**src/rtl/tcu_pkg.sv**
```systemverilog
// Package tcu_pkg
// Shared register addresses, control bit positions and tick-select codes
// for the timer counter. Assumes an 8-bit register data path.
package tcu_pkg;
    localparam int ADDR_W    = 3;
    localparam int NUM_TAPS  = 4;

    localparam logic [ADDR_W-1:0] A_CNT_LO = 3'd0;
    localparam logic [ADDR_W-1:0] A_CNT_HI = 3'd1;
    localparam logic [ADDR_W-1:0] A_CMP_A  = 3'd2;
    localparam logic [ADDR_W-1:0] A_CMP_B  = 3'd3;
    localparam logic [ADDR_W-1:0] A_CTRL   = 3'd4;
    localparam logic [ADDR_W-1:0] A_FLAG   = 3'd5;

    localparam int CTRL_W    = 6;
    localparam int B_WIDE    = 3;
    localparam int B_DOWN    = 4;
    localparam int B_USECMP  = 5;

    typedef enum logic [2:0] {
        SEL_OFF  = 3'b000,
        SEL_D1   = 3'b001,
        SEL_D8   = 3'b010,
        SEL_D64  = 3'b011,
        SEL_D256 = 3'b100,
        SEL_D1K  = 3'b101,
        SEL_FALL = 3'b110,
        SEL_RISE = 3'b111
    } tick_sel_e;
endpackage

```
**src/rtl/tcu_ext_edge.sv**
```systemverilog
// Module tcu_ext_edge
// Brings an asynchronous pin into the clock domain through SYNC_STAGES
// flops, then marks rising and falling edges as single-cycle pulses.
// Assumes the pin is low while reset is applied.
module tcu_ext_edge #(
    parameter int SYNC_STAGES = 2
) (
    input  logic clk,
    input  logic rst_n,
    input  logic pin,
    output logic rise,
    output logic fall
);
    logic [SYNC_STAGES:0] sh_q;

    // Shift the pin through the synchroniser and keep one extra history bit.
    always_ff @(posedge clk) begin
        if (!rst_n) sh_q <= '0;
        else        sh_q <= {sh_q[SYNC_STAGES-1:0], pin};
    end

    // Edge detection compares the last synchronised bit with the one before.
    always_comb begin
        rise = sh_q[SYNC_STAGES-1] & ~sh_q[SYNC_STAGES];
        fall = ~sh_q[SYNC_STAGES-1] & sh_q[SYNC_STAGES];
    end

    a_r4_rise_single: assert property (@(posedge clk) disable iff (!rst_n)
        rise |=> !rise);
    a_r4_fall_single: assert property (@(posedge clk) disable iff (!rst_n)
        fall |=> !fall);
endmodule

```
**src/rtl/tcu_tick_sel.sv**
```systemverilog
// Module tcu_tick_sel
// Turns the 3-bit select code into one tick strobe, taken from the clock,
// from a divider tap, or from an edge of the synchronised external pin.
// Assumes the divider taps are single-cycle strobes.
module tcu_tick_sel
    import tcu_pkg::*;
#(
    parameter int SYNC_STAGES = 2
) (
    input  logic                clk,
    input  logic                rst_n,
    input  logic [2:0]          sel,
    input  logic [NUM_TAPS-1:0] div_tap,
    input  logic                ext_pin,
    output logic                tick
);
    logic ext_rise, ext_fall;

    tcu_ext_edge #(.SYNC_STAGES(SYNC_STAGES)) u_edge (
        .clk  (clk),
        .rst_n(rst_n),
        .pin  (ext_pin),
        .rise (ext_rise),
        .fall (ext_fall)
    );

    // Select the tick source named by the select code.
    always_comb begin
        unique case (tick_sel_e'(sel))
            SEL_OFF:  tick = 1'b0;
            SEL_D1:   tick = 1'b1;
            SEL_D8:   tick = div_tap[0];
            SEL_D64:  tick = div_tap[1];
            SEL_D256: tick = div_tap[2];
            SEL_D1K:  tick = div_tap[3];
            SEL_FALL: tick = ext_fall;
            SEL_RISE: tick = ext_rise;
            default:  tick = 1'b0;
        endcase
    end

    a_r2_off_quiet: assert property (@(posedge clk) disable iff (!rst_n)
        (sel == 3'b000) |-> !tick);
endmodule

```
**src/rtl/tcu_count.sv**
```systemverilog
// Module tcu_count
// Counter unit. On each tick it steps the count by one, up or down, and
// wraps at TOP or at zero. A byte write wins over a tick in the same cycle.
// In narrow mode only the low byte takes part in counting.
module tcu_count #(
    parameter int DW = 8
) (
    input  logic            clk,
    input  logic            rst_n,
    input  logic            tick,
    input  logic            count_down,
    input  logic            wide,
    input  logic            use_cmp,
    input  logic [2*DW-1:0] cmp_word,
    input  logic            wr_lo,
    input  logic            wr_hi,
    input  logic [DW-1:0]   wr_data,
    output logic [2*DW-1:0] cnt_q,
    output logic            at_bottom,
    output logic            at_max,
    output logic            at_top,
    output logic            ovf_evt
);
    localparam int CW = 2 * DW;

    logic [CW-1:0] cur, max_v, top_v, step;
    logic          wr_any;

    // Work out the active count, full scale, TOP and the stepped value.
    always_comb begin
        wr_any = wr_lo | wr_hi;
        max_v  = wide ? {CW{1'b1}} : {{DW{1'b0}}, {DW{1'b1}}};
        cur    = wide ? cnt_q : {{DW{1'b0}}, cnt_q[DW-1:0]};
        if (use_cmp) top_v = wide ? cmp_word : {{DW{1'b0}}, cmp_word[DW-1:0]};
        else         top_v = max_v;
        if (!count_down) step = (cur == top_v) ? '0 : cur + 1'b1;
        else             step = (cur == '0) ? top_v : cur - 1'b1;
        at_bottom = (cur == '0);
        at_max    = (cur == max_v);
        at_top    = (cur == top_v);
        ovf_evt   = tick & ~wr_any & (step == max_v);
    end

    // Hold the count register, applying writes before ticks.
    always_ff @(posedge clk) begin
        if (!rst_n) begin
            cnt_q <= '0;
        end else if (wr_any) begin
            if (wr_lo) cnt_q[DW-1:0]  <= wr_data;
            if (wr_hi) cnt_q[CW-1:DW] <= wr_data;
        end else if (tick) begin
            if (wide) cnt_q <= step;
            else      cnt_q[DW-1:0] <= step[DW-1:0];
        end
    end

    a_r2_hold: assert property (@(posedge clk) disable iff (!rst_n)
        (!tick && !wr_any) |=> $stable(cnt_q));
    a_r10_write_wins: assert property (@(posedge clk) disable iff (!rst_n)
        wr_lo |=> (cnt_q[DW-1:0] == $past(wr_data)));
    a_r5_wrap_zero: assert property (@(posedge clk) disable iff (!rst_n)
        (tick && !wr_any && !count_down && at_top) |=> (cnt_q[DW-1:0] == '0));
    a_r6_reload_top: assert property (@(posedge clk) disable iff (!rst_n)
        (tick && !wr_any && count_down && at_bottom)
            |=> (cnt_q[DW-1:0] == $past(top_v[DW-1:0])));
    a_r7_high_kept: assert property (@(posedge clk) disable iff (!rst_n)
        (tick && !wide && !wr_any) |=> $stable(cnt_q[CW-1:DW]));
endmodule

```
**src/rtl/tcu_timer.sv**
```systemverilog
// Module tcu_timer
// Top of the timer counter: register file, tick selection and counter
// unit. Writes act on the clock edge and reads are combinational. The
// overflow flag is sticky and is cleared by writing one.
module tcu_timer
    import tcu_pkg::*;
#(
    parameter int DW          = 8,
    parameter int SYNC_STAGES = 2
) (
    input  logic              clk,
    input  logic              rst_n,
    input  logic              wr_en,
    input  logic [ADDR_W-1:0] addr,
    input  logic [DW-1:0]     wr_data,
    output logic [DW-1:0]     rd_data,
    input  logic [NUM_TAPS-1:0] div_tap,
    input  logic              ext_pin,
    output logic              at_bottom,
    output logic              at_max,
    output logic              at_top,
    output logic              ovf_flag
);
    logic [DW-1:0]     cmp_a_q, cmp_b_q;
    logic [CTRL_W-1:0] ctrl_q;
    logic [2*DW-1:0]   cnt_w;
    logic              tick, ovf_evt, ovf_q, ovf_clr;

    // Compare and control registers.
    always_ff @(posedge clk) begin
        if (!rst_n) begin
            cmp_a_q <= '0;
            cmp_b_q <= '0;
            ctrl_q  <= '0;
        end else if (wr_en) begin
            if (addr == A_CMP_A) cmp_a_q <= wr_data;
            if (addr == A_CMP_B) cmp_b_q <= wr_data;
            if (addr == A_CTRL)  ctrl_q  <= wr_data[CTRL_W-1:0];
        end
    end

    assign ovf_clr = wr_en && (addr == A_FLAG) && wr_data[0];

    // Sticky overflow flag; a new event wins over a clear in the same cycle.
    always_ff @(posedge clk) begin
        if (!rst_n)       ovf_q <= 1'b0;
        else if (ovf_evt) ovf_q <= 1'b1;
        else if (ovf_clr) ovf_q <= 1'b0;
    end

    assign ovf_flag = ovf_q;

    tcu_tick_sel #(.SYNC_STAGES(SYNC_STAGES)) u_sel (
        .clk    (clk),
        .rst_n  (rst_n),
        .sel    (ctrl_q[2:0]),
        .div_tap(div_tap),
        .ext_pin(ext_pin),
        .tick   (tick)
    );

    tcu_count #(.DW(DW)) u_cnt (
        .clk       (clk),
        .rst_n     (rst_n),
        .tick      (tick),
        .count_down(ctrl_q[B_DOWN]),
        .wide      (ctrl_q[B_WIDE]),
        .use_cmp   (ctrl_q[B_USECMP]),
        .cmp_word  ({cmp_b_q, cmp_a_q}),
        .wr_lo     (wr_en && (addr == A_CNT_LO)),
        .wr_hi     (wr_en && (addr == A_CNT_HI)),
        .wr_data   (wr_data),
        .cnt_q     (cnt_w),
        .at_bottom (at_bottom),
        .at_max    (at_max),
        .at_top    (at_top),
        .ovf_evt   (ovf_evt)
    );

    // Read multiplexer over the register map.
    always_comb begin
        rd_data = '0;
        case (addr)
            A_CNT_LO: rd_data = cnt_w[DW-1:0];
            A_CNT_HI: rd_data = cnt_w[2*DW-1:DW];
            A_CMP_A:  rd_data = cmp_a_q;
            A_CMP_B:  rd_data = cmp_b_q;
            A_CTRL:   rd_data = {{(DW-CTRL_W){1'b0}}, ctrl_q};
            A_FLAG:   rd_data = {{(DW-1){1'b0}}, ovf_q};
            default:  rd_data = '0;
        endcase
    end

    a_r9_set: assert property (@(posedge clk) disable iff (!rst_n)
        ovf_evt |=> ovf_flag);
    a_r9_sticky: assert property (@(posedge clk) disable iff (!rst_n)
        (ovf_flag && !ovf_clr) |=> ovf_flag);
    a_r9_clear: assert property (@(posedge clk) disable iff (!rst_n)
        (ovf_clr && !ovf_evt) |=> !ovf_flag);
endmodule

```
**config.mk**
```make
export PLATFORM = sky130hd
export DESIGN_NAME = tcu_timer
export DESIGN_NICKNAME = d
export VERILOG_FILES = /design/src/rtl/tcu_pkg.sv /design/src/rtl/tcu_ext_edge.sv /design/src/rtl/tcu_tick_sel.sv /design/src/rtl/tcu_count.sv /design/src/rtl/tcu_timer.sv
export SDC_FILE = /design/constraint.sdc
export NUM_CORES = 1
export LEC_CHECK = 0
export BUFFER_PORTS_ARGS = -buffer_cell sky130_fd_sc_hd__buf_4
export CELL_PAD_IN_SITES_DETAIL_PLACEMENT = 1
export CELL_PAD_IN_SITES_GLOBAL_PLACEMENT = 1
export CORE_ASPECT_RATIO = 1.5
export CORE_MARGIN = 2
export CORE_UTILIZATION = 40
export CTS_BUF_LIST = sky130_fd_sc_hd__clkbuf_4 sky130_fd_sc_hd__clkbuf_8 sky130_fd_sc_hd__clkbuf_16
export CTS_CLUSTER_SIZE = 8
export DETAILED_ROUTE_END_ITERATION = 6
export PLACE_DENSITY = 0.76
export SLEW_MARGIN = 0
export SYNTH_ARGS = -nofsm -noshare
export SYNTH_HDL_FRONTEND = slang
export SYNTH_SLANG_ARGS = --single-unit
```
**constraint.sdc**
```tcl
create_clock -name clk -period 2.4 [get_ports clk]
set_input_delay 0.48 -clock clk [delete_from_list [all_inputs] [get_ports clk]]
set_output_delay 0.48 -clock clk [all_outputs]
set_load 0.05 [all_outputs]
```
Word level (Yosys, flattened, before mapping)
Index checks and enable logic that the tools add are counted.

storage, ports and cells
  register bits after elaboration = 42
  input port bits = 19
  output and inout bits = 12
  logic and storage cells = 65

cells by class
  add/sub/neg operators = 2
  equal/unequal tests = 17
  muxes and demuxes = 16
  bitwise logic cells = 8
  reduce and logical (&&, ||, !) cells = 15

operators by type and width
  kind                   count
  $mux 16                9
  $eq 16x16->1           3
  $pmux 8 s6             1
  $mux 8                 3
  $eq 3x3->1 const B     6
  $add 16x1->16 const B  1
  $logic_not 16->1       1
  $sub 16x1->16 const B  1
  $eq 3x2->1 const B     4
  $pmux 1 s8             1
  $reduce_and 2->1       4
  $eq 3x1->1 const B     2
  $logic_not 3->1        2
  $reduce_bool 2->1      3
  $and 1x1->1            4
  $logic_and 1x1->1      4
  $ne 2x1->1 const B     2
  $not 1->1              3
  $reduce_and 3->1       1
  $mux 1                 2
  $or 1x1->1             1

Logic depth before layout (Yosys ltp)
Gate-level depths: netlist of the first run.

  word-level depth = 8
  gate-level depth with buffers = 12
  depth with buffers taken out = 10

Hierarchy
From an unflattened synthesis of the first run, not the netlist that was laid out.

unflattened totals
  cell total of the unflattened synthesis = 495
  area total of the unflattened synthesis = 3,808.7 um^2

by module, submodules not included
  module        times used  cells an instance  area an instance (um^2)  sequential area each (um^2)
  tcu_count     1           353                2,381.0                  320.3
  tcu_timer     1           129                1,276.2                  460.4
  tcu_ext_edge  1           8                  91.3                     60.1
  tcu_tick_sel  1           5                  60.1                     0.0

Least setup slack after synthesis of the first run
No wires, ideal clock.

  path type = reg2reg
  start point = register u_cnt.cnt_q[0]
  end point = register ovf_q, in the netlist ovf_flag
  data arrival time = 2,572 ps
  data required time = 2,331 ps
  slack = -241 ps
  stages on the path, launching flop included = 12
  period minus slack after synthesis = 2,641 ps
  cell sequence = dfxtp_1 clkbuf_1 inv_1 ha_1 nor3b_1 and2_1 or2_2 o221ai_1 a22oi_1 or2_0 o41a_1 o21ai_1

between the ends
  cells in the longest elaborated chain, start to end = 7

ends and longest elaborated chain
  item                                                line                              RTL
  start, declared                                     tcu_count.sv:18                   output logic [2*DW-1:0] cnt_q,
  start signal, assigned by index                     tcu_count.sv:49                   if (wr_lo) cnt_q[DW-1:0] <= wr_data;
  start signal, assigned by index                     tcu_count.sv:50                   if (wr_hi) cnt_q[CW-1:DW] <= wr_data;
  start signal, assigned                              tcu_count.sv:52                   if (wide) cnt_q <= step;
  $mux 16 (*)                                         tcu_count.sv:33                   cur = wide ? cnt_q : {{DW{1'b0}}, cnt_q[DW-1:0]};
  $add 16x1->16 (tied with other cells)               tcu_count.sv:36                   if (!count_down) step = (cur == top_v) ? '0 : cur + 1'b1;
  $mux 16 (on tied branches)                          tcu_count.sv:36, tcu_count.sv:37
  $mux 16 (*)                                         tcu_count.sv:36
  $eq 16x16->1 (*)                                    tcu_count.sv:41                   ovf_evt = tick & ~wr_any & (step == max_v);
  $and 1x1->1 (*)                                     tcu_count.sv:41
  $mux 1 / $reduce_bool 2->1 (equally long branches)  n/a
  end signal, assigned                                tcu_timer.sv:46                   if (!rst_n) ovf_q <= 1'b0;
  end signal, assigned                                tcu_timer.sv:47                   else if (ovf_evt) ovf_q <= 1'b1;
  end signal, assigned                                tcu_timer.sv:48                   else if (ovf_clr) ovf_q <= 1'b0;
  end, declared                                       tcu_timer.sv:27                   logic tick, ovf_evt, ovf_q, ovf_clr;

Mark *: on every way between the ends. The rest lies on a longest branch, timed or not.
A chain may end at the register's enable or synchronous reset.

Worst setup path in the final report of the first run
  start point = register u_cnt.cnt_q[5]
  end point = register ovf_q, in the netlist ovf_flag

Same word-level chain as after synthesis.

==> results.md, run 1 <==
- Setup clock skew after layout: 8.42 ps
- Total power density per cell area: 365 mW/mm^2
- Area occupied by multi-input gates: 0.00326 sq mm
- Required time worst endpoint: 2630 ps
- Avg Synthesized Cell Area: 7.43 sq um
- Final core area utilization: 62.4%
- Peak supply drop: 497 uV
- Initial Util: 41.1%
- Final Power: 2.19 mW
- Hold violation count in the final report: 0
- Net Count, Synth: 554
- Period utilization: 113%
- Worst Max-Slew Pin Slew: 528 ps
- DRC violation count after routing: 0
- Area of the die: 0.0107 sq mm
- Number of flops mapped to enable cells by yosys: 0
- Design Area, Final: 0.00601 sq mm
- Floorplan row count: 44
- Data arrival time of the critical path: 2940 ps
- Routed length per placed instance: 26.2 microns
- Final setup violating endpoints: 16
- Share of synthesized flip-flops with an asynchronous set or reset: 0%
- PortBufs: 30
- Total global routing overflow: 0
- Netlist Area Pre-Place: 0.00396 sq mm
- Number of synthesized register bits: 42
- Startpoint type of the worst setup path: register
- Clk Latency, worst-skew pair: 300 ps
- Setup crit end kind: register
- Weighted congestion reported at the end of routability-driven placement: 1.05
- Hold bufs inserted after CTS: 0
- Antenna violations before repair: 0
- Number of global-route vias before repair: 5,407
- Wire length of the first global-routing pass: 30,100 microns
- # Max-Cap Violations: 0
- Vertical die dimension: 126 microns
- Clock-pin slew of the registers on the worst-case setup and hold paths: 70 ps
- Overall global routing resource usage: 36.4%
- Detailed placer's ending HPWL: 14,800 microns
- Cell depth of the worst min-delay path: 2
- Number of cells on the worst reg-to-reg path: 11
- Run status: finished with violations
- Syn Inst Count: 532
- Iteration-0 DRC count of the detailed router: 312
- Area contributors post-synth: sky130_fd_sc_hd__dfxtp_1 21%, sky130_fd_sc_hd__nand2_1 6.5%, sky130_fd_sc_hd__a21boi_0 4.2%
- Number of search-and-repair iterations in the first detailed-routing pass: 5
- Antenna diode instance count: 0
- Highest fanout seen on the critical path: 6
- FF-to-FF Start: u_cnt.cnt_q[5]
- Hold path startpoint: ext_pin
- Largest net degree at the start of global routing: 28
- Syn. warnings: 0
- Flop2flop setup slack: -310 ps
- Cell variety after synth: 78
- CTS buffer count: 5
- Level count of the clock H-tree: 2
- Setup WS post-layout: -314 ps
- Antenna-violating nets left: 0
- Number of vias per cell: 6.42
- Commonest non-fill, non-tap cells in the layout: 157 x sky130_fd_sc_hd__buf_4, 67 x sky130_fd_sc_hd__nand2_1, 39 x sky130_fd_sc_hd__nor2_1
- Total area of sequential cells: 868 sq um
- Leakage power summed over all cells: 2.41 nW
- Synth area leader: sky130_fd_sc_hd__dfxtp_1
- Failing checks: negative setup slack
- Clock sink count: 42
- Hold Path Sink: u_sel.u_edge.sh_q[0]
- Top-area cell type share of the netlist area: 21.3%
- NumNets Final: 698
- Time the final worst path needs with I/O delays and setup: 2710 ps
- Die width: 85.2 microns
- Type of the setup path with the least slack: register to register
- Clock tree from TritonCTS: built
- Number of top-level design ports: 31
- DR vias: 5,086
- Max-slew headroom at the worst pin: 64.3%
- Signed area change from the synthesized netlist to the final layout: 52.0%
- Top achievable clock speed: 368 MHz
- Classification of the worst-slack hold path: primary input to register
- Share of cells above drive strength 1: 41.8%
- Most common cell after layout, fill and taps aside: sky130_fd_sc_hd__buf_4
- Slew Viols, Final: 0
- Core region area: 0.00963 sq mm
- Fillers: 1,158
- Sum of routed wire length over all layers: 20,700 microns
- Root buffer selected by CTS: sky130_fd_sc_hd__clkbuf_16
- Area of placed instances: 0.00514 sq mm
- Buffer depth of the longest clock path: 2
- Fraction of the yosys area taken by sequential cells: 21.3%
- RR Endpoint: ovf_flag
- Setup repair after global routing missed its margin: yes
- Most used DFF post-synth: sky130_fd_sc_hd__dfxtp_1
[per-layer routing]
layer	up-vias	part of all wire, %	track usage [%]
li1	2224	-	-
met1	2536	37	40.0
met2	235	51	65.8
met3	91	4.5	3.41
met4	0	7.6	22.3
met5	-	0	0
[power by group]
part	switching [mW]	total, mW	internal (mW)	leakage, nW
logic	0.372	0.670	0.297	1.98
registers	0.0209	0.730	0.709	0.348
clock network	0.307	0.795	0.488	0.0836
[logic make-up (layout without fill, tap and decap cells)]
logic type	count (synthesis)	in the layout	synth area share [%]
adder cells (fa/ha/maj)	3	3	0.949
XOR/XNOR	23	23	5.09
flip-flops	42	42	21.3
AND/OR/NAND/NOR	235	235	31.9
buffers and inverters	63	208	6.96
multiplexers	18	18	5.85
AO/OA/AOI/OAI	148	148	28.0
[area by class of cell]
| class | count | area share (%) |
|---|---|---|
| multi-input combinational | 427 | 54.2 |
| tap | 115 | 2.39 |
| clock buffer | 5 | 2.08 |
| clock inverter | 3 | 0.666 |
| timing repair buffer | 183 | 25.0 |
| inverter | 17 | 1.19 |
| sequential | 42 | 14.4 |
[Yosys cell counts, drive strengths merged (6+ instances only)]
cell    number
nand4        7
clkbuf      26
and2        15
xor2        10
a21oi       16
nand2       69
dfxtp       42
o31ai       13
buf         20
nor2        42
a21boi      23
xnor2       13
nor2b       26
nor3         6
a211oi       8
a31oi        7
inv         16
o22ai        9
nor4         6
o21ai       15
mux2i       13
a22oi       10
nand3       22
nand2b      13
[worst max-delay path, cell delays in order (launching register included)]
cell,delay (ps)
sky130_fd_sc_hd__dfxtp_4,350
sky130_fd_sc_hd__buf_4,140
sky130_fd_sc_hd__buf_4,160
sky130_fd_sc_hd__nor3b_1,230
sky130_fd_sc_hd__buf_4,190
sky130_fd_sc_hd__and2_1,230
sky130_fd_sc_hd__a32o_1,260
sky130_fd_sc_hd__o211ai_1,120
sky130_fd_sc_hd__a22oi_1,240
sky130_fd_sc_hd__nand4_1,140
sky130_fd_sc_hd__o41a_1,450
sky130_fd_sc_hd__o21ai_1,130
[state kept, by name (all words and copies together), names as in the netlist]
name	count
ctrl_q	6
cmp_a_q	8
ovf_flag	1
cmp_b_q	8
u_cnt.cnt_q	16
u_sel.u_edge.sh_q	3
[per-stage QoR]
step / std cells / setup WS [ps] / hold slack (ps) / TNS (ps)
global route: 792 / -443 / 407 / -4340
detailed placement: 759 / -350 / 440 / -4110
finish: 792 / -314 / 399 / -2700
global placement: 759 / -323 / 422 / -3690
floorplan: 532 / -184 / 412 / -184
CTS: 777 / -219 / 402 / -668
[worst max path at each step]
stage                    startpoint       end  cells past startpoint
floorplan           u_cnt.cnt_q[11]  ovf_flag                      9
finish               u_cnt.cnt_q[5]  ovf_flag                     11
global route         u_cnt.cnt_q[5]  ovf_flag                     11
global placement          ctrl_q[5]  ovf_flag                     11
CTS                 u_cnt.cnt_q[14]  ovf_flag                      9
detailed placement        ctrl_q[5]  ovf_flag                     11
[timing repair]
item                                   CTS  global route
gates cloned                             0             1
endpoints found under the hold margin    0             0
resized for setup                       59            61
setup buffers                           11            16
pin swaps                               18            36
setup endpoints to repair               20            20
(Power assumes the default switching activity.)
==> inputs of run 2 (changes only) <==
--- a/config.mk
+++ b/config.mk
@@ -18,4 +18,5 @@
 export SLEW_MARGIN = 0
 export SYNTH_ARGS = -nofsm -noshare
 export SYNTH_HDL_FRONTEND = slang
+export SYNTH_HIERARCHICAL = 1
 export SYNTH_SLANG_ARGS = --single-unit
==> run 2 against run 1 <==
Net effect:
- the run still ends with negative setup slack left
- non-clock buffer count grew 35
- clock power is 7.0% higher
- critical endpoint unchanged
- critical path type unchanged
- critical path depth up 2
==> results.md, run 2 <==
- RR Endpoint: ovf_flag
- NumNets Final: 703 (+0.72%)
- Hold bufs inserted after CTS: 0 (unchanged)
- Max-slew headroom at the worst pin: 29.7% (-35 points)
- Area contributors post-synth: sky130_fd_sc_hd__dfxtp_1 22%, sky130_fd_sc_hd__mux2i_1 6.3%, sky130_fd_sc_hd__nand2_1 5.0%
- Synthesized-area fraction occupied by adder cells: 0.986% (+0.036 points)
- Post-Synth XOR/XNOR Area: 5.52% (+0.43 points)
- Area of placed instances: 0.00517 sq mm (+0.58%)
- Avg Synthesized Cell Area: 7.69 sq um (+3.5%)
- Number of cells on the worst reg-to-reg path: 13 (+2)
- PortBufs: 30 (unchanged)
- Iteration-0 DRC count of the detailed router: 655 (+110%)
- Post-synthesis compound-gate area fraction: 25.6% (-2.4 points)
- Slew Viols, Final: 0 (unchanged)
- Netlist Area Pre-Place: 0.00381 sq mm (-3.7%)
- Most common cell after layout, fill and taps aside: sky130_fd_sc_hd__buf_4
- Antenna-violating nets left: 0 (unchanged)
- Flop2flop setup slack: -940 ps (-620 ps)
- Initial Util: 41.2% (+0.11 points)
- Fraction of synthesized area in multiplexers: 9.86% (+4.0 points)
- Antenna violations before repair: 0 (unchanged)
- Number of flops mapped to enable cells by yosys: 0 (unchanged)
- DRC violation count after routing: 0 (unchanged)
- Classification of the worst-slack hold path: primary input to register
- Vertical die dimension: 124 microns (-1.8%)
- Final Power: 2.49 mW (+13%)
- Number of top-level design ports: 31 (unchanged)
- Buffer depth of the longest clock path: 2 (unchanged)
- Setup clock skew after layout: 16.2 ps (+7.79 ps)
- Largest net degree at the start of global routing: 31 (+11%)
- Setup crit end kind: register
- Total global routing overflow: 0 (unchanged)
- Startpoint type of the worst setup path: register
- Clock sink count: 42 (unchanged)
- Clk Latency, worst-skew pair: 320 ps (+20 ps)
- Root buffer selected by CTS: sky130_fd_sc_hd__clkbuf_16
- Leakage power summed over all cells: 2.55 nW (+6.0%)
- Registers with the most flip-flops: u_cnt/cnt_q (16), cmp_a_q (8), cmp_b_q (8)
- Detailed placer's ending HPWL: 14,000 microns (-5.2%)
- Grt met3 use: 9.15% (+5.7 points)
- Area of the die: 0.0103 sq mm (-3.6%)
- Clock tree from TritonCTS: built
- Synth Area in Simple Gates: 29.6% (-2.2 points)
- Syn Inst Count: 495 (-7.0%)
- Wire length of the first global-routing pass: 35,800 microns (+19%)
- Data arrival time of the critical path: 3550 ps (+610 ps)
- Cell variety after synth: 75 (-3.8%)
- FF-to-FF Start: u_cnt/cnt_q[9]
- Cells after DPL: 748 (-1.4%)
- Number of search-and-repair iterations in the first detailed-routing pass: 5 (unchanged)
- Setup repair after global routing missed its margin: yes
- Most frequent cells after synthesis: 51 x sky130_fd_sc_hd__nand2_1, 42 x sky130_fd_sc_hd__dfxtp_1, 30 x sky130_fd_sc_hd__a21oi_1, 30 x sky130_fd_sc_hd__nor2_1, 29 x sky130_fd_sc_hd__o21ai_0
- Highest fanout seen on the critical path: 4 (-2)
- Level count of the clock H-tree: 2 (unchanged)
- Final setup violating endpoints: 21 (+5)
- Antenna diode instance count: 0 (unchanged)
- Net Count, Synth: 517 (-6.7%)
- Top-area cell type share of the netlist area: 22.1% (+0.82 points)
- Run status: finished with violations
- Post-Layout Cell Count: 794 (+0.25%)
- Die width: 83.7 microns (-1.8%)
- Most flops, register: u_cnt/cnt_q
- Share of synthesized flip-flops with an asynchronous set or reset: 0% (unchanged)
- Met1 track demand over resource: 46.7% (+6.7 points)
- Max reg flops: 16 (unchanged)
- Type of the setup path with the least slack: register to register
- Number of global-route vias before repair: 6,018 (+11%)
- Number of synthesized register bits: 42 (unchanged)
- Number of vias per cell: 7.35 (+14%)
- Setup WS post-layout: -937 ps (-623 ps)
- Cell depth of the worst min-delay path: 2 (unchanged)
- Hold violation count in the final report: 0 (unchanged)
- Syn. warnings: 6 (+6)
- Failing checks: negative setup slack
- CTS buffer count: 5 (unchanged)
- M2 GR Usage: 78.5% (+13 points)
- Signed area change from the synthesized netlist to the final layout: 68.5%
- # Max-Cap Violations: 0 (unchanged)
- Routed length per placed instance: 34.8 microns (+33%)
- Worst Hold Margin: 399 ps (+0.113 ps)
- DR vias: 5,834 (+15%)
- Hold Path Sink: u_sel/u_edge/sh_q[0]
- Period utilization: 139% (+26 points)
- Fraction of the yosys area taken by sequential cells: 22.1% (+0.82 points)
- Launching element of the worst setup path: u_cnt/cnt_q[9]
- Required time worst endpoint: 2620 ps (about the same)
- Top achievable clock speed: 300 MHz (-19%)
- Worst Max-Slew Pin Slew: 1050 ps (+523 ps)
- Share of cells above drive strength 1: 52.3% (+11 points)
- Clock-pin slew of the registers on the worst-case setup and hold paths: 70 ps (about the same)
- Sum of routed wire length over all layers: 27,600 microns (+33%)
- Final sum of negative setup slack: -7680 ps (-4980 ps)
- Total power density per cell area: 388 mW/mm^2 (+6.2%)
- Most used DFF post-synth: sky130_fd_sc_hd__dfxtp_1
- Most common cell in the netlist: sky130_fd_sc_hd__nand2_1
- Peak supply drop: 620 uV (+25%)
- Overall global routing resource usage: 45.9% (+9.5 points)
- Time the final worst path needs with I/O delays and setup: 3340 ps (+623 ps)
- Design Area, Final: 0.00642 sq mm (+6.7%)
- Core region area: 0.00925 sq mm (-3.9%)
- Hold path startpoint: ext_pin
- Combinational family with the most area after synthesis: simple AND/OR/NAND/NOR gates
- Weighted congestion reported at the end of routability-driven placement: 0.951 (-9.2%)
- Floorplan row count: 43 (-2.3%)
- Most Crowded Layer GR: met2
- Synth area leader: sky130_fd_sc_hd__dfxtp_1
- Commonest non-fill, non-tap cells in the layout: 188 x sky130_fd_sc_hd__buf_4, 49 x sky130_fd_sc_hd__nand2_1, 28 x sky130_fd_sc_hd__nor2_1, 28 x sky130_fd_sc_hd__dfxtp_1, 24 x sky130_fd_sc_hd__mux2i_1
[run 2: how the worst max path moves through the flow]
stage,end,slack [ps],cells past startpoint
finish,ovf_flag,-940,13
global route,ovf_flag,-950,13
CTS,ovf_flag,-430,10
detailed placement,ovf_flag,-710,12
global placement,ovf_flag,-510,12
floorplan,ovf_flag,-360,11
[run 2: report_power, final]
part	internal [mW]	switching, mW
clock network	0.493	0.358
logic	0.396	0.508
registers	0.707	0.0275
[run 2: layout make-up]
cell class,instances,area [sq um]
Inverter,13,58.8
Timing Repair Buffer,218,1780
Fill cell,1021,2840
Multi-Input combinational cell,401,3390
Tap cell,112,140
Clock inverter,3,45.0
Sequential cell,42,878
Clock buffer,5,125
[run 2: layer usage]
layer	part of all wire (%)	up-vias
met5	0	-
met4	11	0
met2	44	554
met3	10	255
met1	34	2828
li1	-	2197
[run 2: per-stage QoR]
stage          worst slack (ps)  utilization, %
3_3_place_gp               -508            55.9
6_report                   -937            69.4
4_1_cts                    -432            63.7
2_1_floorplan              -359               -
5_1_grt                    -947            69.4
3_5_place_dp               -707            55.9
[run 2: repair_timing]
action	in CTS	in global routing
pin swaps	28	35
buffers inserted	25	15
endpoints found under the setup margin	20	19
gates resized for setup	101	88
gates cloned	0	0
[run 2: kinds of logic (layout without fill, tap and decap cells)]
group	count (synthesis)	count (layout)
simple gates	199	199
compound gates	143	143
buf+inv	52	239
flops	42	42
mux	32	32
xor+xnor	24	24
fa+ha+maj	3	3
[run 2: worst max-delay path, stage by stage, from the launching register on]
cell	delay (ps)
sky130_fd_sc_hd__dfxtp_1	340
sky130_fd_sc_hd__or4_4	580
sky130_fd_sc_hd__nor3_4	280
sky130_fd_sc_hd__o21ai_4	150
sky130_fd_sc_hd__buf_6	150
sky130_fd_sc_hd__clkinvlp_4	90
sky130_fd_sc_hd__buf_4	110
sky130_fd_sc_hd__o22ai_1	60
sky130_fd_sc_hd__a21oi_1	290
sky130_fd_sc_hd__nor2_1	150
sky130_fd_sc_hd__or2_4	280
sky130_fd_sc_hd__a2111oi_4	360
sky130_fd_sc_hd__o21ai_1	160
sky130_fd_sc_hd__a21oi_1	230
